File: src/rtl/adc_seq_pkg.sv
package adc_seq_pkg;

    typedef enum logic [2:0] {
        ST_IDLE,
        ST_SETUP,
        ST_PULSE,
        ST_WAIT,
        ST_PD_SEL,
        ST_DOWN,
        ST_WAKE
    } seq_state_e;

    function automatic int cyc_max(input int a, input int b);
        return (a > b) ? a : b;
    endfunction

endpackage

File: src/rtl/seq_timer.sv
module seq_timer #(
    parameter int W = 8
) (
    input  logic         clk,
    input  logic         rst_n,
    input  logic         load,
    input  logic [W-1:0] load_val,
    output logic         zero
);
    logic [W-1:0] cnt;

    always_ff @(posedge clk or negedge rst_n) begin
        if (!rst_n) begin
            cnt <= '0;
        end else if (load) begin
            cnt <= load_val;
        end else if (cnt != '0) begin
            cnt <= cnt - 1'b1;
        end
    end

    assign zero = (cnt == '0);

    // Once expired the count stays expired until reloaded
    p_hold_expired_r9: assert property (@(posedge clk) disable iff (!rst_n)
        (zero && !load) |=> zero);

endmodule

File: src/rtl/seq_capture.sv
module seq_capture #(
    parameter int DATA_W = 16
) (
    input  logic              clk,
    input  logic              rst_n,
    input  logic              cap_en,
    input  logic              err_en,
    input  logic [DATA_W-1:0] din,
    output logic [DATA_W-1:0] dout,
    output logic              dout_valid,
    output logic              conv_err
);
    always_ff @(posedge clk or negedge rst_n) begin
        if (!rst_n) begin
            dout       <= '0;
            dout_valid <= 1'b0;
            conv_err   <= 1'b0;
        end else begin
            dout_valid <= cap_en;
            conv_err   <= err_en;
            if (cap_en) begin
                dout <= din;
            end
        end
    end

    p_valid_single_r5: assert property (@(posedge clk) disable iff (!rst_n)
        dout_valid |=> !dout_valid);

    p_err_excl_r7: assert property (@(posedge clk) disable iff (!rst_n)
        conv_err |-> !dout_valid);

endmodule

File: src/rtl/adc_seq_ctrl.sv
module adc_seq_ctrl
    import adc_seq_pkg::*;
#(
    parameter int DATA_W         = 16,
    parameter int SETUP_CYC      = 5,
    parameter int START_LOW_CYC  = 25,
    parameter int NAP_WAKE_CYC   = 250,
    parameter int SLEEP_WAKE_CYC = 40_000_000,
    parameter int TIMEOUT_CYC    = 1000
) (
    input  logic              clk,
    input  logic              rst_n,
    input  logic              conv_req,
    input  logic              pd_req,
    input  logic              pd_deep,
    input  logic              wake_req,
    input  logic              adc_busy_n,
    input  logic [DATA_W-1:0] adc_data,
    output logic              adc_cs_n,
    output logic              adc_start_n,
    output logic              adc_rd_n,
    output logic              adc_shdn_n,
    output logic              ready,
    output logic [DATA_W-1:0] dout,
    output logic              dout_valid,
    output logic              conv_err,
    output logic              powered_down
);
    localparam int CNT_MAX = cyc_max(cyc_max(cyc_max(SETUP_CYC, START_LOW_CYC),
                                             cyc_max(NAP_WAKE_CYC, SLEEP_WAKE_CYC)),
                                     TIMEOUT_CYC);
    localparam int TW = $clog2(CNT_MAX + 1);

    seq_state_e state, state_nxt;
    logic          deep_q;
    logic          busy_q;
    logic          busy_rise;
    logic          tmr_load;
    logic [TW-1:0] tmr_val;
    logic          tmr_zero;
    logic          cap_en;
    logic          err_en;

    // State register, latched mode and busy history
    always_ff @(posedge clk or negedge rst_n) begin
        if (!rst_n) begin
            state  <= ST_IDLE;
            deep_q <= 1'b0;
            busy_q <= 1'b1;
        end else begin
            state  <= state_nxt;
            busy_q <= adc_busy_n;
            if (state == ST_IDLE && !conv_req && pd_req) begin
                deep_q <= pd_deep;
            end
        end
    end

    assign busy_rise = adc_busy_n && !busy_q;

    // Next state and counter loads
    always_comb begin
        state_nxt = state;
        tmr_load  = 1'b0;
        tmr_val   = '0;
        cap_en    = 1'b0;
        err_en    = 1'b0;
        unique case (state)
            ST_IDLE: begin
                if (conv_req) begin
                    state_nxt = ST_SETUP;
                    tmr_load  = 1'b1;
                    tmr_val   = TW'(SETUP_CYC - 1);
                end else if (pd_req) begin
                    state_nxt = ST_PD_SEL;
                end
            end
            ST_SETUP: begin
                if (tmr_zero) begin
                    state_nxt = ST_PULSE;
                    tmr_load  = 1'b1;
                    tmr_val   = TW'(START_LOW_CYC - 1);
                end
            end
            ST_PULSE: begin
                if (tmr_zero) begin
                    state_nxt = ST_WAIT;
                    tmr_load  = 1'b1;
                    tmr_val   = TW'(TIMEOUT_CYC - 1);
                end
            end
            ST_WAIT: begin
                if (busy_rise) begin
                    state_nxt = ST_IDLE;
                    cap_en    = 1'b1;
                end else if (tmr_zero) begin
                    state_nxt = ST_IDLE;
                    err_en    = 1'b1;
                end
            end
            ST_PD_SEL: begin
                state_nxt = ST_DOWN;
            end
            ST_DOWN: begin
                if (wake_req) begin
                    state_nxt = ST_WAKE;
                    tmr_load  = 1'b1;
                    tmr_val   = deep_q ? TW'(SLEEP_WAKE_CYC - 1) : TW'(NAP_WAKE_CYC - 1);
                end
            end
            ST_WAKE: begin
                if (tmr_zero) begin
                    state_nxt = ST_IDLE;
                end
            end
            default: state_nxt = ST_IDLE;
        endcase
    end

    // Pin and status decode
    always_comb begin
        adc_cs_n     = 1'b1;
        adc_start_n  = 1'b1;
        adc_rd_n     = 1'b1;
        adc_shdn_n   = 1'b1;
        ready        = 1'b0;
        powered_down = 1'b0;
        unique case (state)
            ST_IDLE:   ready = 1'b1;
            ST_SETUP:  adc_cs_n = 1'b0;
            ST_PULSE: begin
                adc_cs_n    = 1'b0;
                adc_start_n = 1'b0;
            end
            ST_WAIT: begin
                adc_cs_n = 1'b0;
                adc_rd_n = 1'b0;
            end
            ST_PD_SEL: adc_cs_n = deep_q;
            ST_DOWN: begin
                adc_cs_n     = deep_q;
                adc_shdn_n   = 1'b0;
                powered_down = 1'b1;
            end
            ST_WAKE: ;
            default: ;
        endcase
    end

    seq_timer #(.W(TW)) u_timer (
        .clk      (clk),
        .rst_n    (rst_n),
        .load     (tmr_load),
        .load_val (tmr_val),
        .zero     (tmr_zero)
    );

    seq_capture #(.DATA_W(DATA_W)) u_capture (
        .clk        (clk),
        .rst_n      (rst_n),
        .cap_en     (cap_en),
        .err_en     (err_en),
        .din        (adc_data),
        .dout       (dout),
        .dout_valid (dout_valid),
        .conv_err   (conv_err)
    );

    p_start_under_cs_r3: assert property (@(posedge clk) disable iff (!rst_n)
        !adc_start_n |-> !adc_cs_n);

    p_no_restart_r4: assert property (@(posedge clk) disable iff (!rst_n)
        (state == ST_WAIT) |-> (adc_start_n && adc_shdn_n && !ready));

    p_mode_held_r8: assert property (@(posedge clk) disable iff (!rst_n)
        !adc_shdn_n |-> $stable(adc_cs_n));

    p_wake_blocks_r9: assert property (@(posedge clk) disable iff (!rst_n)
        (state == ST_WAKE) |-> (!ready && adc_shdn_n && adc_start_n));

    p_strobe_ready_r6: assert property (@(posedge clk) disable iff (!rst_n)
        (dout_valid || conv_err) |-> ready);

endmodule

File: config.mk
export PLATFORM = sky130hd
export DESIGN_NAME = adc_seq_ctrl
export DESIGN_NICKNAME = d
export VERILOG_FILES = /design/src/rtl/adc_seq_pkg.sv /design/src/rtl/seq_timer.sv /design/src/rtl/seq_capture.sv /design/src/rtl/adc_seq_ctrl.sv
export SDC_FILE = /design/constraint.sdc
export NUM_CORES = 1
export LEC_CHECK = 0
export ABC_AREA = 1
export BUFFER_PORTS_ARGS = -buffer_cell sky130_fd_sc_hd__buf_2
export CAP_MARGIN = 20
export CORE_MARGIN = 2
export CORE_UTILIZATION = 40
export DETAILED_ROUTE_END_ITERATION = 7
export PLACE_DENSITY_LB_ADDON = 0.2
export SYNTH_ARGS = -nofsm -noshare
export SYNTH_HDL_FRONTEND = slang
export SYNTH_HIERARCHICAL = 1
export SYNTH_SLANG_ARGS = --single-unit
File: constraint.sdc
create_clock -name clk -period 3.3 [get_ports clk]
set_clock_uncertainty 0.15 [all_clocks]
set_input_delay 0.33 -clock clk [delete_from_list [all_inputs] [get_ports clk]]
set_output_delay 0.33 -clock clk [all_outputs]
set_load 0.01 [all_outputs]
# After elaboration in Yosys (flattened, before gate mapping)
# Cells that the tools add are included.
# totals
word_cells	61
ff_bits	49
input_bits	23
# classes
muxes	30
n_addsub	1
n_reduce_logical	13
n_eq_ne	10
# ops
op	n
2-to-1 mux 26 bit	4
one-hot mux 26 bit (4 select lines)	1
logical NOT 26 bit	1
nonzero test 26 bit	1
subtractor 26 x 1 -> 26 bit, second input constant	1
2-to-1 mux 3 bit	8
one-hot mux 3 bit (7 select lines)	1
2-to-1 mux 1 bit	12
2-to-1 mux 10 bit	1
equality test 3 bit, second input constant	3
equality test 3 x 2 -> 1 bit, second input constant	2
!= test 2 bit, second input constant	3
2-to-1 mux 5 bit	1
AND reduction 4 bit	1
OR reduction 2 bit	2
equality test 3 x 1 -> 1 bit, second input constant	1
logical AND 1 bit	3
logical NOT 3 bit	1
!= test 3 bit, second input constant	1
one-hot mux 1 bit (3 select lines)	1
OR reduction 3 bit	1
logical NOT 1 bit	2
one-hot mux 1 bit (2 select lines)	1
nonzero test 2 bit	1

# Logic depth before layout (Yosys ltp)
# Gate-level depths: netlist of run 1.
# logic_depth
depth_word	4
ltp_mapped	16
ltp_nobuf	16

# Cells and area by module
# The synthesis of run 1 kept the hierarchy.
# modules_own_cells
module	instances	area_each_um2	cells_per_inst	seq_area_each_um2
seq_timer	1	1928.1	277	650.6
seq_capture	1	694.4	70	450.4
adc_seq_ctrl	1	548.0	83	126.4

# Worst setup path before layout of run 1
# OpenSTA, ideal clock, no wires.
# synth_path
kind	reg-to-reg
from	register u_timer.cnt[0]
to	register u_timer.cnt[3]
path_stages_with_launch	15
synth_period_minus_slack_ns	2.846
setup_time_ns	0.073
required_ns	3.077
t_arrival_ns	2.623
slack_ns	0.454
cell_sequence	dfrtp_1 inv_1 ha_1 nand2_4 nor2_8 nand3_1 nor2_1 nand3_1 inv_1 inv_1 o211ai_1 buf_2 buf_2 nand2_1 a21oi_2
# synth_between
elab_chain_cells	4
# synth_lines
element	line_no	rtl
from (decl)	seq_timer.sv:10	logic [W-1:0] cnt;
from (signal assigned)	seq_timer.sv:16	cnt <= load_val;
from (signal assigned)	seq_timer.sv:18	cnt <= cnt - 1'b1;
logical NOT 26 bit *	seq_timer.sv:22	assign zero = (cnt == '0);
named net tmr_zero	adc_seq_ctrl.sv:40	logic tmr_zero;
2-to-1 mux 1 bit *	adc_seq_ctrl.sv:79, adc_seq_ctrl.sv:86	
one-hot mux 1 bit (3 select lines) *	adc_seq_ctrl.sv:68	unique case (state)
named net tmr_load	adc_seq_ctrl.sv:38	logic tmr_load;
2-to-1 mux 26 bit / nonzero test 2 bit (equally long branches)	n/a	
# The timed path passes the listed nets; every way through them passes the cells marked *. The select of a mux whose other input is x is not followed.
# A chain may end at the register's enable or synchronous reset.

# Final worst setup path of run 1
# layout_path
from	register u_timer.cnt[0]
to	register u_timer.cnt[0]
# Same word-level chain as after synthesis.

==> out/results.ini, run 1 <==
[sta]
rsz0062_at_grt=false
post-route-min-period_ps=2860
slew_headroom=0.400
worst_pin_slew_ps=901
hold_viol_final=10
post-route-period-util=0.866
slew_violations=0
hold_ws_ps=-19.3
max_freq_mhz=350
setup_viol_count_final=0
fin_setup_tns_ps=0

[placement]
dpl.cell_count=579
portBuffers=46
place.gp.congestion=0.874
dp_hpwl_um=5290

[yosys]
yosys-mux-area-fraction=0
synth_fa_ha_area_frac=0.00395
synth_xor_area_frac=0.0221
syn_area_per_cell_um2=7.37
syn_inst=430
ys_types=38
ys_seq_area_frac=0.387
synth_top_family_by_area=simple AND/OR/NAND/NOR gates
synth_largest_area_cell=dfrtp_1
synth_compound_area_frac=0.0702
netlist_area_um2=3170
synth.top_cell.area_share=0.379
ys_warn_count=6
netlist_top_cells_area=dfrtp_1 38%, nand2_1 18%, nor2_1 6.2%, nand3_1 4.4%, inv_1 4.4%
ys_ff_latch=49
synth-simple-area-share=0.421

[global_route]
grt_pass1_wl_um=12200
gr-usage-all-layers=0.176
grt_overflow=0
grt_max_degree=40
antenna_found_initial=0
first_global_vias=2583

[clock_network]
tritoncts=yes
cts.sinks=49
cts_setup_buffers=0
clk_latency_ps=310
h-tree-depth=2
cts_buffers=5
clockBufferDepth=2
clkTransAtPathRegs_ps=100
cts_root_buf=clkbuf_8

[final_layout]
diodes=0
stdcell_count=588
nNetsFinal=509
final_core_util=0.465
layout-drive-gt1-share=0.233
synthToLayoutAreaGrowth_pct=12.9

[setup_path]
cpMostUsedCell=inv_1
path_cells=inv_1, ha_1, nand2_4, nor2_8, nand3_1, nor2_1, nand3_1, inv_1, inv_1, o211ai_1, buf_4, nor2_8, inv_4, nand2_1, o21ai_2
cp.arrival_ps=2940
r2r.worst_path.cells=15
cp_max_fo=30
max_stage_delay_ps=400
slowest_stage=dfrtp_1
cp-end-kind=register
required_ps=3390
start_kind=register
criticalPathCategory=register to register

[floorplan]
rows=32
die_h_um=93.0
die_w_um=93.0
ioPinCount=47
initial_utilization=0.412
dieArea_um2=8650
core_area_um2=7690

[routing]
firstDrtPassIters=4
drtIter0Drc=153
viasPerCell=4.74
avgRoutedWirePerCell_um=12.3
ant_nets=0
route.detailed.drc=0
vias=2789
routed_wl_um=7250

[run_status]
status=finished, violations left
violations=hold timing

[power_and_ir_drop]
p_leak_nw=1.87
power_density_nw_per_um2=878
peakVddDrop_mv=0.427

[run]
maxCapViolCount=0

[worst_hold_path]
hold_path.class=input port to asynchronous set/reset pin

## worst max-delay path: cells and delay by family, from the launching register on
kind / cells / cell delay (ps)
and+or+nand+nor: 7 / 840
AOI/OAI and AO/OA: 2 / 280
buffers and inverters: 5 / 860
DFF: 1 / 400
adders and majority gates: 1 / 230
## metal layers
metal | share of wire | vias to the layer above | global-route usage
li1 | - | 1442 | -
met3 | 0.053 | 8 | 0.0210
met5 | 0 | - | 0
met1 | 0.46 | 1269 | 0.239
met2 | 0.47 | 70 | 0.292
met4 | 0.013 | 0 | 0.0576
## cells in the final DEF (no fill, tap or decap), drive strengths merged
master	netlist	layout
nand2	162	162
nor2	70	70
buf	9	51
dfrtp	48	48
inv	42	43
nand3	31	31
a21oi	19	19
o21ai	13	13
nand4	12	12
conb	1	9
xnor2	6	6
clkbuf	3	5
or2	3	3
clkinv	1	2
o21bai	2	2
xor2	2	2
nand3b	2	2
o211ai	1	1
dfstp	1	1
clkinvlp	0	1
dlygate4sd3	0	1
a31oi	1	1
ha	1	1
## Yosys cell counts
master,instances
o21bai_1,2
nand2_1,149
nor2_4,6
conb_1,1
clkinv_2,1
a31oi_1,1
inv_1,37
ha_1,1
inv_8,1
o211ai_1,1
o21ai_0,9
xor2_1,2
o21ai_2,2
nand2_4,3
clkbuf_1,3
buf_2,2
inv_4,2
o21ai_1,2
inv_2,1
nand3_2,2
nand2_2,10
xnor2_1,6
nor2_8,3
dfstp_2,1
nand4_1,11
nand4_4,1
nand3b_1,2
a21oi_1,12
nand3_4,1
inv_6,1
buf_12,2
a21oi_2,7
nor2_2,9
buf_6,5
nor2_1,52
or2_2,3
dfrtp_1,48
nand3_1,28
## logic make-up (layout without fill, tap and decap cells)
group,Yosys count,count (layout)
AND/OR/NAND/NOR,280,280
buffers and inverters,55,103
flip-flops,49,49
other,1,9
AO/OA/AOI/OAI,36,36
adder cells (fa/ha/maj),1,1
XOR/XNOR,8,8
## power breakdown
part	switching [mW]	leakage (nW)	internal [mW]
clock	0.220	0.0445	0.151
sequential	0.265	0.619	0.848
combinational	1.05	1.20	0.607
total	1.53	1.87	1.61
## state kept, by name (all words and copies together) (netlist names)
register	count
busy_q	1
u_capture/conv_err	1
u_capture/dout_valid	1
state	3
u_capture/dout	16
deep_q	1
u_timer/cnt	26
## cell type report
type | instances | area [um^2]
multi-input combinational | 334 | 1680
clock buffer | 5 | 68.8
inverter | 43 | 180
timing repair buffer | 52 | 278
tap | 102 | 128
fill | 830 | 4110
sequential | 49 | 1230
clock inverter | 3 | 21.3
## through the flow
step	setup WS [ps]	power (mW)	area, um^2
finish	443	3.14	3580
global route	216	3.44	3580
CTS	429	3.16	3580
detailed placement	457	2.78	3480
global placement	567	2.76	3480
floorplan	454	2.37	3200
## repair_timing
item / CTS / global route
gates resized for setup: 0 / 0
endpoints found under the hold margin: 1 / 0
hold buffers: 1 / 0
## path summary, 6_finish.rpt
path / start / endpoint / slack [ps]
max: u_timer/cnt[0]$_DFFE_PN0P_ / u_timer/cnt[0]$_DFFE_PN0P_ / 440
min: rst_n / u_timer/cnt[18]$_DFFE_PN0P_ / -20
max reg2reg: u_timer/cnt[0]$_DFFE_PN0P_ / u_timer/cnt[0]$_DFFE_PN0P_ / 440
min reg2reg: u_capture/dout[7]$_DFFE_PN0P_ / u_capture/dout[7]$_DFFE_PN0P_ / 320
max in group asynchronous: rst_n / u_timer/cnt[4]$_DFFE_PN0P_ / 2300
min in group clk: adc_data[9] / u_capture/dout[9]$_DFFE_PN0P_ / 70
Power figures use the tool's default switching activity.
==> run 2: changes to the inputs <==
--- a/config.mk
+++ b/config.mk
@@ -8,10 +8,11 @@
 export ABC_AREA = 1
 export BUFFER_PORTS_ARGS = -buffer_cell sky130_fd_sc_hd__buf_2
 export CAP_MARGIN = 20
+export CORE_ASPECT_RATIO = 0.7
 export CORE_MARGIN = 2
 export CORE_UTILIZATION = 40
 export DETAILED_ROUTE_END_ITERATION = 7
-export PLACE_DENSITY_LB_ADDON = 0.2
+export PLACE_DENSITY_LB_ADDON = 0.12
 export SYNTH_ARGS = -nofsm -noshare
 export SYNTH_HDL_FRONTEND = slang
 export SYNTH_HIERARCHICAL = 1
==> run 2 against run 1 <==
The run now ends clean. Final cell count fell by 0.17%. Wire length rose by 2.9%. Combinational power barely moved. Maximum frequency fell by 4.3%. Clock power rose by 38%. Critical endpoint is now u_timer/cnt[1]$_DFFE_PN0P_.
==> out/results.ini, run 2 (synthesized netlist as in run 1, its figures left out) <==
[routing]
avgRoutedWirePerCell_um=12.7  ; +3.0%
drtIter0Drc=146  ; -4.6%
top_layer_used=met4
route.detailed.drc=0  ; unchanged
routed-wl-met2_um=3030  ; -11%
vias=2766  ; -0.82%
ant_nets=0  ; unchanged
firstDrtPassIters=4  ; unchanged
wl_met1_um=4040  ; +21%
met3_wirelength_um=325  ; -16%
routed_wl_um=7460  ; +2.9%
viasPerCell=4.71  ; -0.66%

[floorplan]
rows=27  ; -16%
initial_utilization=0.408  ; -0.00438
die_w_um=110  ; +19%
ioPinCount=47  ; unchanged
dieArea_um2=8670  ; +0.13%
die_h_um=78.5  ; -16%
core_area_um2=7770  ; +1.1%

[global_route]
grt_overflow=0  ; unchanged
gr-usage-all-layers=0.180  ; +0.00415
first_global_vias=2594  ; +0.43%
antenna_found_initial=0  ; unchanged
grt_pass1_wl_um=12600  ; +3.2%
grt_max_degree=32  ; -20%

[sta]
slew_headroom=0.520  ; +0.120
setup_viol_count_final=0  ; unchanged
slew_violations=0  ; unchanged
post-route-period-util=0.905  ; +0.0388
post-route-min-period_ps=2990  ; +128 ps
fin_setup_tns_ps=0  ; unchanged
max_freq_mhz=335  ; -4.3%
rsz0062_at_grt=false
worst_pin_slew_ps=720  ; -181 ps
hold_viol_final=0  ; -10

[final_layout]
diodes=0  ; unchanged
layout_commonest_cell=nand2_1
nNetsFinal=509  ; unchanged
layout-drive-gt1-share=0.230  ; -0.00206
layout_common_cells=149 x nand2_1, 52 x nor2_1, 48 x dfrtp_1, 46 x buf_2, 37 x inv_1
top_regs=u_timer/cnt (26), u_capture/dout (16), state (3)
synthToLayoutAreaGrowth_pct=14.7
regMostFlops=u_timer/cnt
filler_cell_count=837  ; +0.84%
largest_reg_flops=26  ; unchanged

[setup_path]
cp-end-kind=register
regToRegStartpoint=u_timer/cnt[0]$_DFFE_PN0P_
start_kind=register
worstReg2RegEnd=u_timer/cnt[1]$_DFFE_PN0P_
crit_path_start=u_timer/cnt[0]$_DFFE_PN0P_
cp_max_fo=30  ; unchanged
required_ps=3370  ; -20 ps
r2r.worst_path.cells=15  ; unchanged
rrSetupSlack_ps=310  ; -130 ps
cp.arrival_ps=3060  ; +120 ps
criticalPathCategory=register to register

[power_and_ir_drop]
switching_power_mw=1.56  ; +1.9%
total_power_mw=3.29  ; +4.9%
peakVddDrop_mv=0.401  ; -6.1%
p_sw_frac=0.474  ; -0.0140
power_frac_comb=0.506  ; -0.021
p_leak_nw=1.88  ; +0.89%
power_density_nw_per_um2=906  ; +3.2%
internal_power_mw=1.73  ; +7.8%
p_seq_frac=0.338  ; -0.016
clkPwrFrac=0.155  ; +0.037

[worst_hold_path]
hold_path.class=input port to register
holdPathEnd=u_capture/dout[14]$_DFFE_PN0P_
min_path_cells=3
worstHoldStart=adc_data[14]

[clock_network]
cts.sinks=49  ; unchanged
clkTransAtPathRegs_ps=70  ; -30 ps
clockBufferDepth=2  ; unchanged
cts_setup_buffers=0  ; unchanged
cts_buffers=5  ; unchanged
clk_latency_ps=290  ; -20 ps
tritoncts=yes
h-tree-depth=2  ; unchanged
cts_root_buf=clkbuf_16

[placement]
dp_hpwl_um=5680  ; +7.3%
place.gp.congestion=0.885  ; +1.2%
portBuffers=46  ; unchanged

[run_status]
status=finished, final reports clean

[run]
maxCapViolCount=0  ; unchanged

-- run 2: cell count changes in the layout (fill, tap and decap cells not counted) --
cell / before / now
dlygate4sd3_1: 1 / 2
clkbuf_16: 0 / 5
buf_4: 5 / 4
clkbuf_8: 5 / 0
clkinvlp_4: 1 / 3
inv_6: 2 / 1
clkinv_2: 2 / 1
-- run 2: worst max-delay path, stage by stage, from the launching register on --
cell and delay (ps):
dfrtp_1 390, inv_1 130, ha_1 330, nand2_4 120
nor2_8 190, nand3_1 90, nor2_1 140, nand3_1 110
inv_1 130, inv_1 110, o211ai_1 230, buf_4 380
nor2_8 160, inv_4 130, nand2_1 70, o21ai_2 60
-- run 2: how the worst max path moves through the flow --
stage | endpoint | slack, ps | depth (start not counted)
floorplan | u_timer/cnt[3]$_DFFE_PN0P_ | 450 | 14
global placement | u_timer/cnt[1]$_DFFE_PN0P_ | 420 | 15
detailed placement | u_timer/cnt[1]$_DFFE_PN0P_ | 320 | 15
CTS | u_timer/cnt[1]$_DFFE_PN0P_ | 300 | 15
global route | u_timer/cnt[1]$_DFFE_PN0P_ | 40 | 15
finish | u_timer/cnt[1]$_DFFE_PN0P_ | 310 | 15
-- run 2: per-layer routing --
layer	global-route usage	vias to the layer above
met2	0.260	50
met1	0.277	1263
met4	0.0400	0
met3	0.0324	5
li1	-	1448
met5	0	-
-- run 2: stage by stage --
step	setup WS [ps]	hold WS, ps	cell area, um^2	instances	utilization
6_report	315	85.9	3640	587	0.468
5_1_grt	42.2	91.5	3640	587	0.468
4_1_cts	301	81.0	3640	587	0.468
3_5_place_dp	325	292	3470	577	0.447
3_3_place_gp	425	291	3470	577	0.447
2_1_floorplan	454	-116	3200	438	-
-- run 2: cell type report --
type / instances / area (um^2) / share of cell area
multi-input combinational: 334 / 1680 / 0.461
sequential: 49 / 1230 / 0.337
timing repair buffer: 52 / 280 / 0.0771
inverter: 43 / 180 / 0.0495
tap: 101 / 126 / 0.0347
clock buffer: 5 / 125 / 0.0344
clock inverter: 3 / 22.5 / 0.00619
-- run 2: timing repair --
| action | CTS | global route |
|---|---|---|
| gates resized for setup | 0 | 0 |
| setup endpoints to repair | 0 | 0 |
| endpoints found under the hold margin | 31 | 0 |
| hold buffers | 2 | 0 |
-- run 2: power by group through the flow --
| stage | registers [mW] | logic (mW) | clock network (mW) |
|---|---|---|---|
| global route | 1.15 | 1.90 | 0.553 |
| detailed placement | 1.12 | 1.66 | 0 |
| global placement | 1.12 | 1.65 | 0 |
| floorplan | 1.06 | 1.32 | 0 |
| CTS | 1.11 | 1.67 | 0.529 |
| finish | 1.11 | 1.67 | 0.512 |
